### config.mk
export PLATFORM = sky130hd
export DESIGN_NAME = bridge_exc_phase_gen
export DESIGN_NICKNAME = d
export VERILOG_FILES = /design/src/rtl/exc_pkg.sv /design/src/rtl/exc_len_latch.sv /design/src/rtl/exc_half_timer.sv /design/src/rtl/exc_phase_fsm.sv /design/src/rtl/exc_out_stage.sv /design/src/rtl/bridge_exc_phase_gen.sv
export SDC_FILE = /design/constraint.sdc
export NUM_CORES = 1
export LEC_CHECK = 0
export BUFFER_PORTS_ARGS = -buffer_cell sky130_fd_sc_hd__buf_4
export CORE_MARGIN = 3
export CORE_UTILIZATION = 60
export DETAILED_ROUTE_END_ITERATION = 6
export PLACE_DENSITY = 0.94
export SYNTH_ARGS = -nofsm -noshare
export SYNTH_HDL_FRONTEND = slang
export SYNTH_SLANG_ARGS = --single-unit
### constraint.sdc
create_clock -name clk -period 3.5 [get_ports clk]
set_input_delay 0.7 -clock clk [delete_from_list [all_inputs] [get_ports clk]]
set_output_delay 0.7 -clock clk [all_outputs]
set_load 0.02 [all_outputs]
### src/rtl/exc_pkg.sv
package exc_pkg;

  typedef enum logic [2:0] {
    ST_IDLE  = 3'd0,
    ST_FWD   = 3'd1,
    ST_GAP_R = 3'd2,
    ST_RVS   = 3'd3,
    ST_GAP_F = 3'd4,
    ST_GAP_I = 3'd5
  } exc_state_t;

  typedef struct packed {
    logic fwd;
    logic rvs;
    logic rev;
    logic step;
  } exc_drive_t;

  // Output levels belonging to each state; the dead states drive both low.
  function automatic exc_drive_t exc_decode(exc_state_t s);
    exc_drive_t d;
    d = '{fwd: 1'b0, rvs: 1'b0, rev: 1'b0, step: 1'b0};
    case (s)
      ST_IDLE:  d.fwd = 1'b1;
      ST_FWD:   d.fwd = 1'b1;
      ST_GAP_R: begin d.rev = 1'b1; d.step = 1'b1; end
      ST_RVS:   begin d.rvs = 1'b1; d.rev = 1'b1; end
      ST_GAP_F: d.step = 1'b1;
      ST_GAP_I: d.step = 1'b1;
      default:  d.fwd = 1'b1;
    endcase
    return d;
  endfunction

endpackage

### src/rtl/exc_len_latch.sv
module exc_len_latch #(
  parameter int CNT_W = 8
) (
  input  logic             clk,
  input  logic             rst,
  input  logic             load,
  input  logic [CNT_W-1:0] half_period,
  output logic [CNT_W-1:0] last_idx
);
  localparam logic [CNT_W-1:0] MIN_LEN = CNT_W'(2);

  logic [CNT_W-1:0] len_q;
  logic [CNT_W-1:0] len_clamped;

  assign len_clamped = (half_period < MIN_LEN) ? MIN_LEN : half_period;

  always_ff @(posedge clk) begin
    if (rst) begin
      len_q <= MIN_LEN;
    end else if (load) begin
      len_q <= len_clamped;
    end
  end

  assign last_idx = len_q - CNT_W'(1);

endmodule

### src/rtl/exc_half_timer.sv
module exc_half_timer #(
  parameter int CNT_W = 8
) (
  input  logic             clk,
  input  logic             rst,
  input  logic             go_zero,
  input  logic             go_one,
  input  logic             go_inc,
  input  logic [CNT_W-1:0] last_idx,
  output logic             at_last
);
  logic [CNT_W-1:0] cnt_q;

  always_ff @(posedge clk) begin
    if (rst) begin
      cnt_q <= '0;
    end else if (go_zero) begin
      cnt_q <= '0;
    end else if (go_one) begin
      cnt_q <= CNT_W'(1);
    end else if (go_inc) begin
      cnt_q <= cnt_q + CNT_W'(1);
    end
  end

  assign at_last = (cnt_q == last_idx);

endmodule

### src/rtl/exc_phase_fsm.sv
module exc_phase_fsm
  import exc_pkg::*;
(
  input  logic       clk,
  input  logic       rst,
  input  logic       exc_en,
  input  logic       at_last,
  output exc_state_t st_nxt,
  output logic       len_load,
  output logic       go_zero,
  output logic       go_one,
  output logic       go_inc
);
  exc_state_t st_q;

  always_comb begin
    st_nxt   = st_q;
    len_load = 1'b0;
    go_zero  = 1'b0;
    go_one   = 1'b0;
    go_inc   = 1'b0;
    case (st_q)
      ST_IDLE: begin
        go_zero = 1'b1;
        if (exc_en) begin
          st_nxt   = ST_FWD;
          len_load = 1'b1;
        end
      end
      ST_FWD: begin
        if (at_last) begin
          go_zero = 1'b1;
          if (exc_en) begin
            st_nxt   = ST_GAP_R;
            len_load = 1'b1;
          end else begin
            st_nxt = ST_IDLE;
          end
        end else begin
          go_inc = 1'b1;
        end
      end
      ST_GAP_R: begin
        st_nxt = ST_RVS;
        go_one = 1'b1;
      end
      ST_RVS: begin
        if (at_last) begin
          go_zero = 1'b1;
          if (exc_en) begin
            st_nxt   = ST_GAP_F;
            len_load = 1'b1;
          end else begin
            st_nxt = ST_GAP_I;
          end
        end else begin
          go_inc = 1'b1;
        end
      end
      ST_GAP_F: begin
        st_nxt = ST_FWD;
        go_one = 1'b1;
      end
      ST_GAP_I: begin
        st_nxt  = ST_IDLE;
        go_zero = 1'b1;
      end
      default: begin
        st_nxt  = ST_IDLE;
        go_zero = 1'b1;
      end
    endcase
  end

  always_ff @(posedge clk) begin
    if (rst) begin
      st_q <= ST_IDLE;
    end else begin
      st_q <= st_nxt;
    end
  end

endmodule

### src/rtl/exc_out_stage.sv
module exc_out_stage
  import exc_pkg::*;
#(
  parameter int N_PH = 2
) (
  input  logic            clk,
  input  logic            rst,
  input  exc_state_t      st_nxt,
  output logic [N_PH-1:0] ph_o,
  output logic [N_PH-1:0] ph_n_o,
  output logic            rev_o,
  output logic            step_o
);
  exc_drive_t       drv;
  logic [N_PH-1:0]  ph_d;
  logic [N_PH-1:0]  ph_idle;

  assign drv = exc_decode(st_nxt);

  always_comb begin
    ph_d    = '0;
    ph_idle = '0;
    ph_d[0]    = drv.fwd;
    ph_d[1]    = drv.rvs;
    ph_idle[0] = 1'b1;
  end

  // Each drive and its complement sit in separate flip-flops.
  for (genvar i = 0; i < N_PH; i++) begin : g_ph
    always_ff @(posedge clk) begin
      if (rst) begin
        ph_o[i]   <= ph_idle[i];
        ph_n_o[i] <= ~ph_idle[i];
      end else begin
        ph_o[i]   <= ph_d[i];
        ph_n_o[i] <= ~ph_d[i];
      end
    end
  end

  always_ff @(posedge clk) begin
    if (rst) begin
      rev_o  <= 1'b0;
      step_o <= 1'b0;
    end else begin
      rev_o  <= drv.rev;
      step_o <= drv.step;
    end
  end

endmodule

### src/rtl/bridge_exc_phase_gen.sv
module bridge_exc_phase_gen
  import exc_pkg::*;
#(
  parameter int CNT_W = 8
) (
  input  logic             clk,
  input  logic             rst,
  input  logic             exc_en,
  input  logic [CNT_W-1:0] half_period,
  output logic             fwd_o,
  output logic             fwd_n_o,
  output logic             rvs_o,
  output logic             rvs_n_o,
  output logic             pol_rev_o,
  output logic             pol_step_o
);
  localparam int N_PH = 2;

  exc_state_t       st_nxt;
  logic             len_load;
  logic             go_zero;
  logic             go_one;
  logic             go_inc;
  logic             at_last;
  logic [CNT_W-1:0] last_idx;
  logic [N_PH-1:0]  ph;
  logic [N_PH-1:0]  ph_n;

  exc_len_latch #(.CNT_W(CNT_W)) len_i (
    .clk(clk), .rst(rst), .load(len_load),
    .half_period(half_period), .last_idx(last_idx)
  );

  exc_half_timer #(.CNT_W(CNT_W)) tmr_i (
    .clk(clk), .rst(rst), .go_zero(go_zero), .go_one(go_one),
    .go_inc(go_inc), .last_idx(last_idx), .at_last(at_last)
  );

  exc_phase_fsm fsm_i (
    .clk(clk), .rst(rst), .exc_en(exc_en), .at_last(at_last),
    .st_nxt(st_nxt), .len_load(len_load), .go_zero(go_zero),
    .go_one(go_one), .go_inc(go_inc)
  );

  exc_out_stage #(.N_PH(N_PH)) out_i (
    .clk(clk), .rst(rst), .st_nxt(st_nxt),
    .ph_o(ph), .ph_n_o(ph_n), .rev_o(pol_rev_o), .step_o(pol_step_o)
  );

  assign fwd_o   = ph[0];
  assign rvs_o   = ph[1];
  assign fwd_n_o = ph_n[0];
  assign rvs_n_o = ph_n[1];

endmodule

==> results of run 1 <==
-- metal layers --
layer	up-vias	part of all wire, %	GRT usage, %
met4	0	1.7	8.511
li1	529	-	-
met1	480	43	24.08
met2	23	52	37.81
met3	6	3.7	3.989
met5	-	0	0
-- area by class of cell --
type	instances	area [um^2]	area share, %
Timing Repair Buffer	16	120.1	8.276
Clock buffer	3	22.52	1.552
Inverter	8	30.03	2.069
Tap cell	27	33.78	2.328
Clock inverter	1	7.507	0.5172
Multi-Input combinational cell	104	737.0	50.78
Sequential cell	25	500.5	34.48
-- registers in the layout, summed over array words and instances (netlist names) --
signal and count:
len_i.len_q 8, tmr_i.cnt_q 8, fsm_i.st_q 3, out_i.ph_n_o 2, out_i.ph_o 2, out_i.rev_o 1
out_i.step_o 1
-- worst max-delay path, delay by kind of cell, from the launching register on --
kind | cells | cell delay [ps]
multiplexers | 1 | 260
AND/OR/NAND/NOR | 1 | 570
AO/OA/AOI/OAI | 4 | 1300
flip-flops | 1 | 380
-- stage by stage --
stage | std cells | power (mW) | hold slack (ps) | setup WS (ps) | utilization, %
after global placement | 180 | 0.4043 | 442.1 | 1056 | 71.00
after floorplan | 142 | 0.3828 | 411.0 | 1134 | -
after detailed placement | 180 | 0.4102 | 449.7 | 958.0 | 71.00
final | 184 | 0.5359 | 478.0 | 925.2 | 72.50
after CTS | 184 | 0.5385 | 481.3 | 931.4 | 72.50
after global routing | 184 | 0.5610 | 511.9 | 810.3 | 72.50
-- worst paths after layout --
kind,startpoint,slack (ps),endpoint,cells after the start
max,len_i.len_q[0],930,len_i.len_q[0],6
min,fsm_i.st_q[1],480,out_i.ph_n_o[1],1
max reg2reg,len_i.len_q[0],930,len_i.len_q[0],6
min reg2reg,fsm_i.st_q[1],480,out_i.ph_n_o[1],1
-- cells by family (layout without fill, tap and decap cells) --
family / Yosys count / count (layout) / share of synthesized area, %
buffers and inverters: 13 / 28 / 3.794
DFF: 25 / 25 / 38.91
adders and majority gates: 2 / 2 / 1.945
muxes: 8 / 8 / 6.226
and+or+nand+nor: 56 / 56 / 24.32
xor gates and xnor gates: 15 / 15 / 10.21
AOI/OAI and AO/OA: 23 / 23 / 14.59
-- synthesized netlist by cell type, types with 2 or more instances --
cell type / instances
xnor2_1: 7
o21ai_0: 2
nor3_1: 3
nor3b_1: 3
a21oi_1: 8
clkbuf_1: 5
ha_1: 2
and3_1: 2
nand4_1: 3
nor2_1: 12
nor4_1: 4
dfxtp_1: 25
mux2i_1: 8
nand2b_1: 13
xor2_1: 8
nand3_1: 6
nand2_1: 4
o211ai_1: 3
inv_1: 8
-- power by group --
part	internal [mW]	total [mW]	switching (mW)
logic	0.0446	0.0927	0.0481
clock network	0.0436	0.131	0.0874
registers	0.296	0.312	0.0163
==> flow_summary.yaml, run 1 <==
logic_synthesis:
  syn_inst: 142
  yosys-top-cells-area: "dfxtp_1 39%, nand2b_1 6.3%, mux2i_1 6.2%, xor2_1 5.4%, xnor2_1 4.8%"
  synth_edf_count: 0
  seq_area_frac_synth_pct: 38.91
  synth_ff_type: "dfxtp_1"
  syn-cell-area_um2: 1286
  syn_nets: 155
  synth_top_area_cell: "dfxtp_1"
  synth_top_area_share_pct: 38.91
  yosys_warnings: 0
  async_flop_share_pct: 0
  synth_area_per_cell_um2: 9.058
  synth_seq_cells: 25
  synthDistinctLibCells: 35
worst_setup_path:
  worstPathRequired_ps: 3740
  cp_slowest_cell: "or4_4"
  crit_chain: "or4_4 -> o2111a_1 -> a311o_1 -> o211a_4 -> a41oi_4 -> mux2i_1"
  cp-start-kind: "flip-flop"
  critPathMaxFanout: 8
  end_kind: "flip-flop"
  worstSetupPathType: "flip-flop to flip-flop"
  cp.arrival_ps: 2820
  critical_path.max_stage_delay_ps: 570
route:
  vias_per_cell: 5.641
  vias: 1038
  drtAntennaViolNets: 0
  wl_um: 2503
  wl_per_cell_um: 13.60
  firstDrtPassIters: 4
  drt-initial-drc-count: 15
  remaining_drc_errors: 0
final_layout:
  syn_to_final_growth_pct: 12.84
  insertedDiodeCount: 0
  final_common_cell: "dfxtp_1"
  fillers: 149
  fin_area_um2: 1451
  mostFrequentLayoutCells: "25 x dfxtp_1, 16 x buf_4, 13 x nand2b_1"
  nets: 171
  drive_gt1_share_pct: 15.92
clock_network:
  htreeDepth: 1
  ctsHoldBuffers: 0
  clk_latency_ps: 320
  clockBufferDepth: 2
  tritoncts: "done"
  cts_resized: 0
  numCtsBuffers: 3
  cts-root-buf: "clkbuf_4"
  post_cts_buffers: 0
  clock-sinks: 25
  clk_pin_slew_ps: 140
sta:
  hold_viol_final: 0
  min_period_ps: 2575
  fin_tns_setup_ps: 0
  setup-violations-final: 0
  fin_crit_sh_pct: 73.57
  slew_violations: 0
  final.setup_skew_ps: 10.10
  worst_pin_slew_ps: 518.7
  timing.fmax_mhz: 388.4
  rsz0062_at_grt: "false"
  slew_headroom_pct: 64.93
power:
  power.density_nw_per_um2: 369.2
  p_leak_nw: 0.5762
  ir_drop_mv: 0.2864
grt:
  antenna_found_initial: 0
  grt_pass1_wl_um: 4360
  grt.total_usage_pct: 21.06
  grt_overflow: 0
  grt_pass1_vias: 1017
  grt_max_degree: 18
run:
  max-cap-violations: 0
die:
  die_h_um: 52.30
  num_rows: 16
  initial_utilization_pct: 64.25
  num_io_pins: 17
  fp.coreArea_um2: 2002
  die_w_um: 52.30
  dieArea_um2: 2735
placement:
  hpwlAfterDp_um: 1935
  place_area_um2: 1421
  gp_congestion: 0.8560
  port_buffers: 16
status:
  status: "finished clean"
min_path:
  min_path_type: "flip-flop to flip-flop"
No activity file was read; power rests on OpenSTA's default activity.
==> run 2: changes to the inputs <==
Settings changed: CORE_UTILIZATION 60 to 50, PLACE_DENSITY 0.94 to 0.85.
Clock period 3.5 ns to 2.2 ns, I/O delays scaled along.
==> flow_summary.yaml, run 2 (same netlist as run 1, synthesis figures left out) <==
die:
  die_h_um: 56.72
  die_w_um: 56.72
  num_rows: 17
  initial_utilization_pct: 55.48
  dieArea_um2: 3217
  num_io_pins: 17
  fp.coreArea_um2: 2318
final_layout:
  nets: 185
  mostFrequentLayoutCells: "28 x buf_4, 22 x dfxtp_1, 13 x nand2b_1"
  top_regs: "len_i.len_q (8), tmr_i.cnt_q (8), fsm_i.st_q (3)"
  final_util_pct: 70.64
  fillers: 156
  seqCellArea_um2: 504.2
  syn_to_final_growth_pct: 27.33
  final_common_cell: "buf_4"
  multi_input_area_um2: 797.0
  insertedDiodeCount: 0
  drive_gt1_share_pct: 30.41
clock_network:
  tritoncts: "done"
  ctsHoldBuffers: 0
  numCtsBuffers: 3
  cts-root-buf: "clkbuf_4"
  clk_pin_slew_ps: 140
  clk_latency_ps: 330
  htreeDepth: 1
  clockBufferDepth: 2
  clock-sinks: 25
power:
  p_leak_nw: 0.6645
  swShare_pct: 29.00
  clkPwrFrac_pct: 23.1
  ir_drop_mv: 0.5117
  p_int_uw: 652.2
  seqPwrFrac_pct: 53.8
  netSwitchingPower_uw: 266.4
  total_power_uw: 918.7
  power.density_nw_per_um2: 560.9
  combPwrFrac_pct: 23.1
worst_setup_path:
  rr_startpoint: "len_i.len_q[3]"
  path_buf_inv: 1
  r2r_cells: 7
  worstSetupPathType: "flip-flop to flip-flop"
  cp.arrival_ps: 2600
  r2r-end: "len_i.len_q[0]"
  critPathMaxFanout: 8
  critPathTopFamily: "compound AO/OA/AOI/OAI gates"
  cp-start-kind: "flip-flop"
  crit_chain: "or4_4 -> o2111a_1 -> a311o_1 -> o211a_4 -> a41oi_4 -> buf_12 -> mux2i_1"
  worstPathRequired_ps: 2460
  end_kind: "flip-flop"
  cp_slowest_cell: "or4_4"
  regToRegSetupSlack_ps: -140
  critical_path.max_stage_delay_ps: 550
route:
  drt-initial-drc-count: 33
  met1_length_um: 1222
  highest_layer: "met4"
  met3WireLength_um: 184
  wl_per_cell_um: 14.94
  wl_um: 2974
  wl_met2_um: 1529
  vias_per_cell: 5.714
  remaining_drc_errors: 0
  firstDrtPassIters: 4
  vias: 1137
  drtAntennaViolNets: 0
sta:
  hold_viol_final: 0
  final.setup_skew_ps: 8.467
  worst_pin_slew_ps: 408.7
  layout_setup_ws_ps: -141.0
  setup-violations-final: 23
  slew_headroom_pct: 72.66
  fin_crit_sh_pct: 106.4
  rsz0062_at_grt: "true"
  whs_ps: 366.1
  timing.fmax_mhz: 427.2
  fin_tns_setup_ps: -1845
  min_period_ps: 2341
  slew_violations: 0
grt:
  grt_pass1_vias: 1152
  grt_overflow: 0
  grt.total_usage_pct: 19.25
  grt_pass1_wl_um: 4892
  antenna_found_initial: 0
  grt_max_degree: 18
run:
  max-cap-violations: 0
min_path:
  min_to: "len_i.len_q[0]"
  min_path_type: "input port to flip-flop"
  min_path_cells: 3
  worstHoldStart: "half_period[0]"
placement:
  post-place-ws_ps: -191.9
  gp_congestion: 0.8426
  port_buffers: 16
  hpwlAfterDp_um: 2074
status:
  violations: "setup timing"
  status: "complete, but fails checks"
## run 2: cell types whose count changed in the layout (fill, tap and decap cells not counted), sizes merged
cell  change
buf      +14
## run 2: layout make-up
type | instances | area share (%)
Multi-Input combinational cell | 104 | 48.66
Sequential cell | 25 | 30.79
Timing Repair Buffer | 30 | 14.74
Tap cell | 28 | 2.139
Inverter | 8 | 1.833
Clock buffer | 3 | 1.375
Clock inverter | 1 | 0.4584
## run 2: how the worst max path moves through the flow
| stage | startpoint | end | depth (start not counted) |
|---|---|---|---|
| floorplan | len_i.len_q[1] | len_i.len_q[1] | 6 |
| global placement | len_i.len_q[1] | len_i.len_q[1] | 6 |
| detailed placement | len_i.len_q[1] | len_i.len_q[0] | 6 |
| CTS | len_i.len_q[1] | len_i.len_q[0] | 7 |
| global route | len_i.len_q[0] | out_i.rev_o | 12 |
| finish | len_i.len_q[3] | len_i.len_q[0] | 7 |
## run 2: repair_timing
item | CTS | global route
setup buffers | 2 | 5
endpoints found under the setup margin | 23 | 25
gates resized for setup | 6 | 9
pin swaps | 12 | 12
## run 2: stage by stage
step,area [um^2],std cells
3_5_place_dp,1476,188
3_3_place_gp,1476,188
6_report,1638,199
5_1_grt,1638,199
2_1_floorplan,1287,142
4_1_cts,1558,194
## run 2: worst register-to-register path, cell delays in order (launching register included)
cell,delay (ps)
dfxtp_2,350
or4_4,550
o2111a_1,240
a311o_1,350
o211a_4,260
a41oi_4,160
buf_12,160
mux2i_1,210
## run 2: per-layer routing
| layer | global-route usage, % | up-vias |
|---|---|---|
| met2 | 34.65 | 41 |
| met1 | 21.21 | 535 |
| met5 | 0 | - |
| met3 | 6.207 | 6 |
| li1 | - | 555 |
| met4 | 5.763 | 0 |
## run 2: power groups by stage
stage,sequential (mW),clock [mW],combinational [mW]
2_1_floorplan,0.497,0,0.112
3_3_place_gp,0.501,0,0.160
3_5_place_dp,0.501,0,0.169
4_1_cts,0.492,0.217,0.187
5_1_grt,0.498,0.237,0.230
6_report,0.494,0.213,0.212
==> run 3: changes to the inputs <==
Settings changed: CORE_ASPECT_RATIO set to 0.75, CORE_UTILIZATION 50 to 56, PLACE_DENSITY 0.85 to 0.9.
Clock period 2.2 ns to 2.4 ns, I/O delays scaled along.
==> flow_summary.yaml, run 3 (same netlist as run 1, synthesis figures left out) <==
status:
  status: "finished clean"
sta:
  fin_tns_setup_ps: 0
  fin_crit_sh_pct: 98.55
  final.setup_skew_ps: 7.608
  slew_violations: 0
  rsz0062_at_grt: "true"
  setup-violations-final: 0
  min_period_ps: 2365
  worst_pin_slew_ps: 404.1
  slew_headroom_pct: 72.94
  whs_ps: 401.9
  layout_setup_ws_ps: 34.82
  timing.fmax_mhz: 422.8
  hold_viol_final: 0
final_layout:
  mostFrequentLayoutCells: "24 x dfxtp_1, 21 x buf_4, 13 x nand2b_1"
  syn_to_final_growth_pct: 19.45
  top_regs: "len_i.len_q (8), tmr_i.cnt_q (8), fsm_i.st_q (3)"
  nets: 177
  drive_gt1_share_pct: 23.31
  final_common_cell: "dfxtp_1"
  fillers: 147
  fin_area_um2: 1536
  final_util_pct: 73.71
  finalNonFillerCells: 187
  insertedDiodeCount: 0
die:
  initial_utilization_pct: 61.70
  fp.coreArea_um2: 2085
  dieArea_um2: 2914
  die_h_um: 47.51
  num_rows: 14
  num_io_pins: 17
  die_w_um: 61.34
worst_setup_path:
  cp_slowest_cell: "or4_4"
  critPathMaxFanout: 6
  critical_path.max_stage_delay_ps: 560
  end_kind: "flip-flop"
  path_buf_inv: 0
  worstPathRequired_ps: 2670
  critPathTopFamily: "compound AO/OA/AOI/OAI gates"
  startpoint: "len_i.len_q[0]"
  regToRegSetupSlack_ps: 30
  crit_chain: "or4_4 -> o2111a_1 -> a311o_1 -> o211a_4 -> or3_2 -> a21boi_1"
  cp.arrival_ps: 2630
  rr_startpoint: "len_i.len_q[0]"
  cp-start-kind: "flip-flop"
  worstSetupEndpoint: "tmr_i.cnt_q[0]"
  worstSetupPathType: "flip-flop to flip-flop"
  r2r-end: "tmr_i.cnt_q[0]"
  r2r_cells: 6
  cp.depth: 6
route:
  wl_um: 3036
  wl_per_cell_um: 16.24
  vias: 1143
  firstDrtPassIters: 4
  remaining_drc_errors: 0
  drtAntennaViolNets: 0
  drt-initial-drc-count: 73
  vias_per_cell: 6.112
placement:
  post-place-ws_ps: -115.3
  gp_congestion: 0.8700
  hpwlAfterDp_um: 2140
  dp_cells: 181
  place_area_um2: 1448
  port_buffers: 16
power:
  ir_drop_mv: 0.4091
  total_power_uw: 814.3
  power.density_nw_per_um2: 530.0
  p_leak_nw: 0.6163
clock_network:
  clockBufferDepth: 2
  ctsHoldBuffers: 0
  clk_latency_ps: 320
  clk_pin_slew_ps: 140
  htreeDepth: 1
  numCtsBuffers: 3
  tritoncts: "done"
  clock-sinks: 25
  cts-root-buf: "clkbuf_4"
grt:
  grt.total_usage_pct: 22.34
  antenna_found_initial: 0
  grt_pass1_wl_um: 4726
  grt_overflow: 0
  grt_max_degree: 18
  grt_pass1_vias: 1122
min_path:
  min_path_type: "input port to flip-flop"
run:
  max-cap-violations: 0
==> run 3: worst register-to-register path, delay by kind of cell, from the launching register on <==
kind / cells / cell delay, ps
flip-flops: 1 / 340
AND/OR/NAND/NOR: 2 / 990
AO/OA/AOI/OAI: 4 / 990
==> run 3: metal layers <==
layer	share of wire, %	track usage [%]	vias to the layer above
met2	50	38.82	47
met3	5.8	7.008	12
met1	42	26.05	546
li1	-	-	538
met5	0	0	-
met4	2.6	8.898	0
==> run 3: where the power goes <==
group,internal [mW],leakage (nW),switching [mW]
clock,0.0651,0.0150,0.127
sequential,0.432,0.204,0.0209
combinational,0.0834,0.398,0.0866
==> run 3: how the worst min path moves through the flow <==
stage / cells after the start / from / to
5_1_grt: 3 / half_period[0] / len_i.len_q[0]
4_1_cts: 3 / half_period[0] / len_i.len_q[0]
6_report: 3 / half_period[0] / len_i.len_q[0]
3_3_place_gp: 1 / fsm_i.st_q[1] / out_i.ph_n_o[1]
2_1_floorplan: 1 / fsm_i.st_q[1] / out_i.ph_n_o[1]
3_5_place_dp: 1 / fsm_i.st_q[1] / out_i.ph_n_o[1]
==> run 3: final cells by class <==
type                       instances  area [um^2]  share of cell area (%)
timing repair buffer              22        177.7                   11.56
inverter                           8        30.03                   1.954
sequential                        25        501.7                   32.65
tap                               24        30.03                   1.954
clock buffer                       4        26.28                   1.710
multi-input combinational        104        770.7                   50.16
==> run 3: repair_timing <==
action / in CTS / in global routing
gates resized for setup: 3 / 5
pin swaps: 2 / 8
endpoints found under the setup margin: 20 / 24
setup buffers: 1 / 1
cloned: 0 / 0
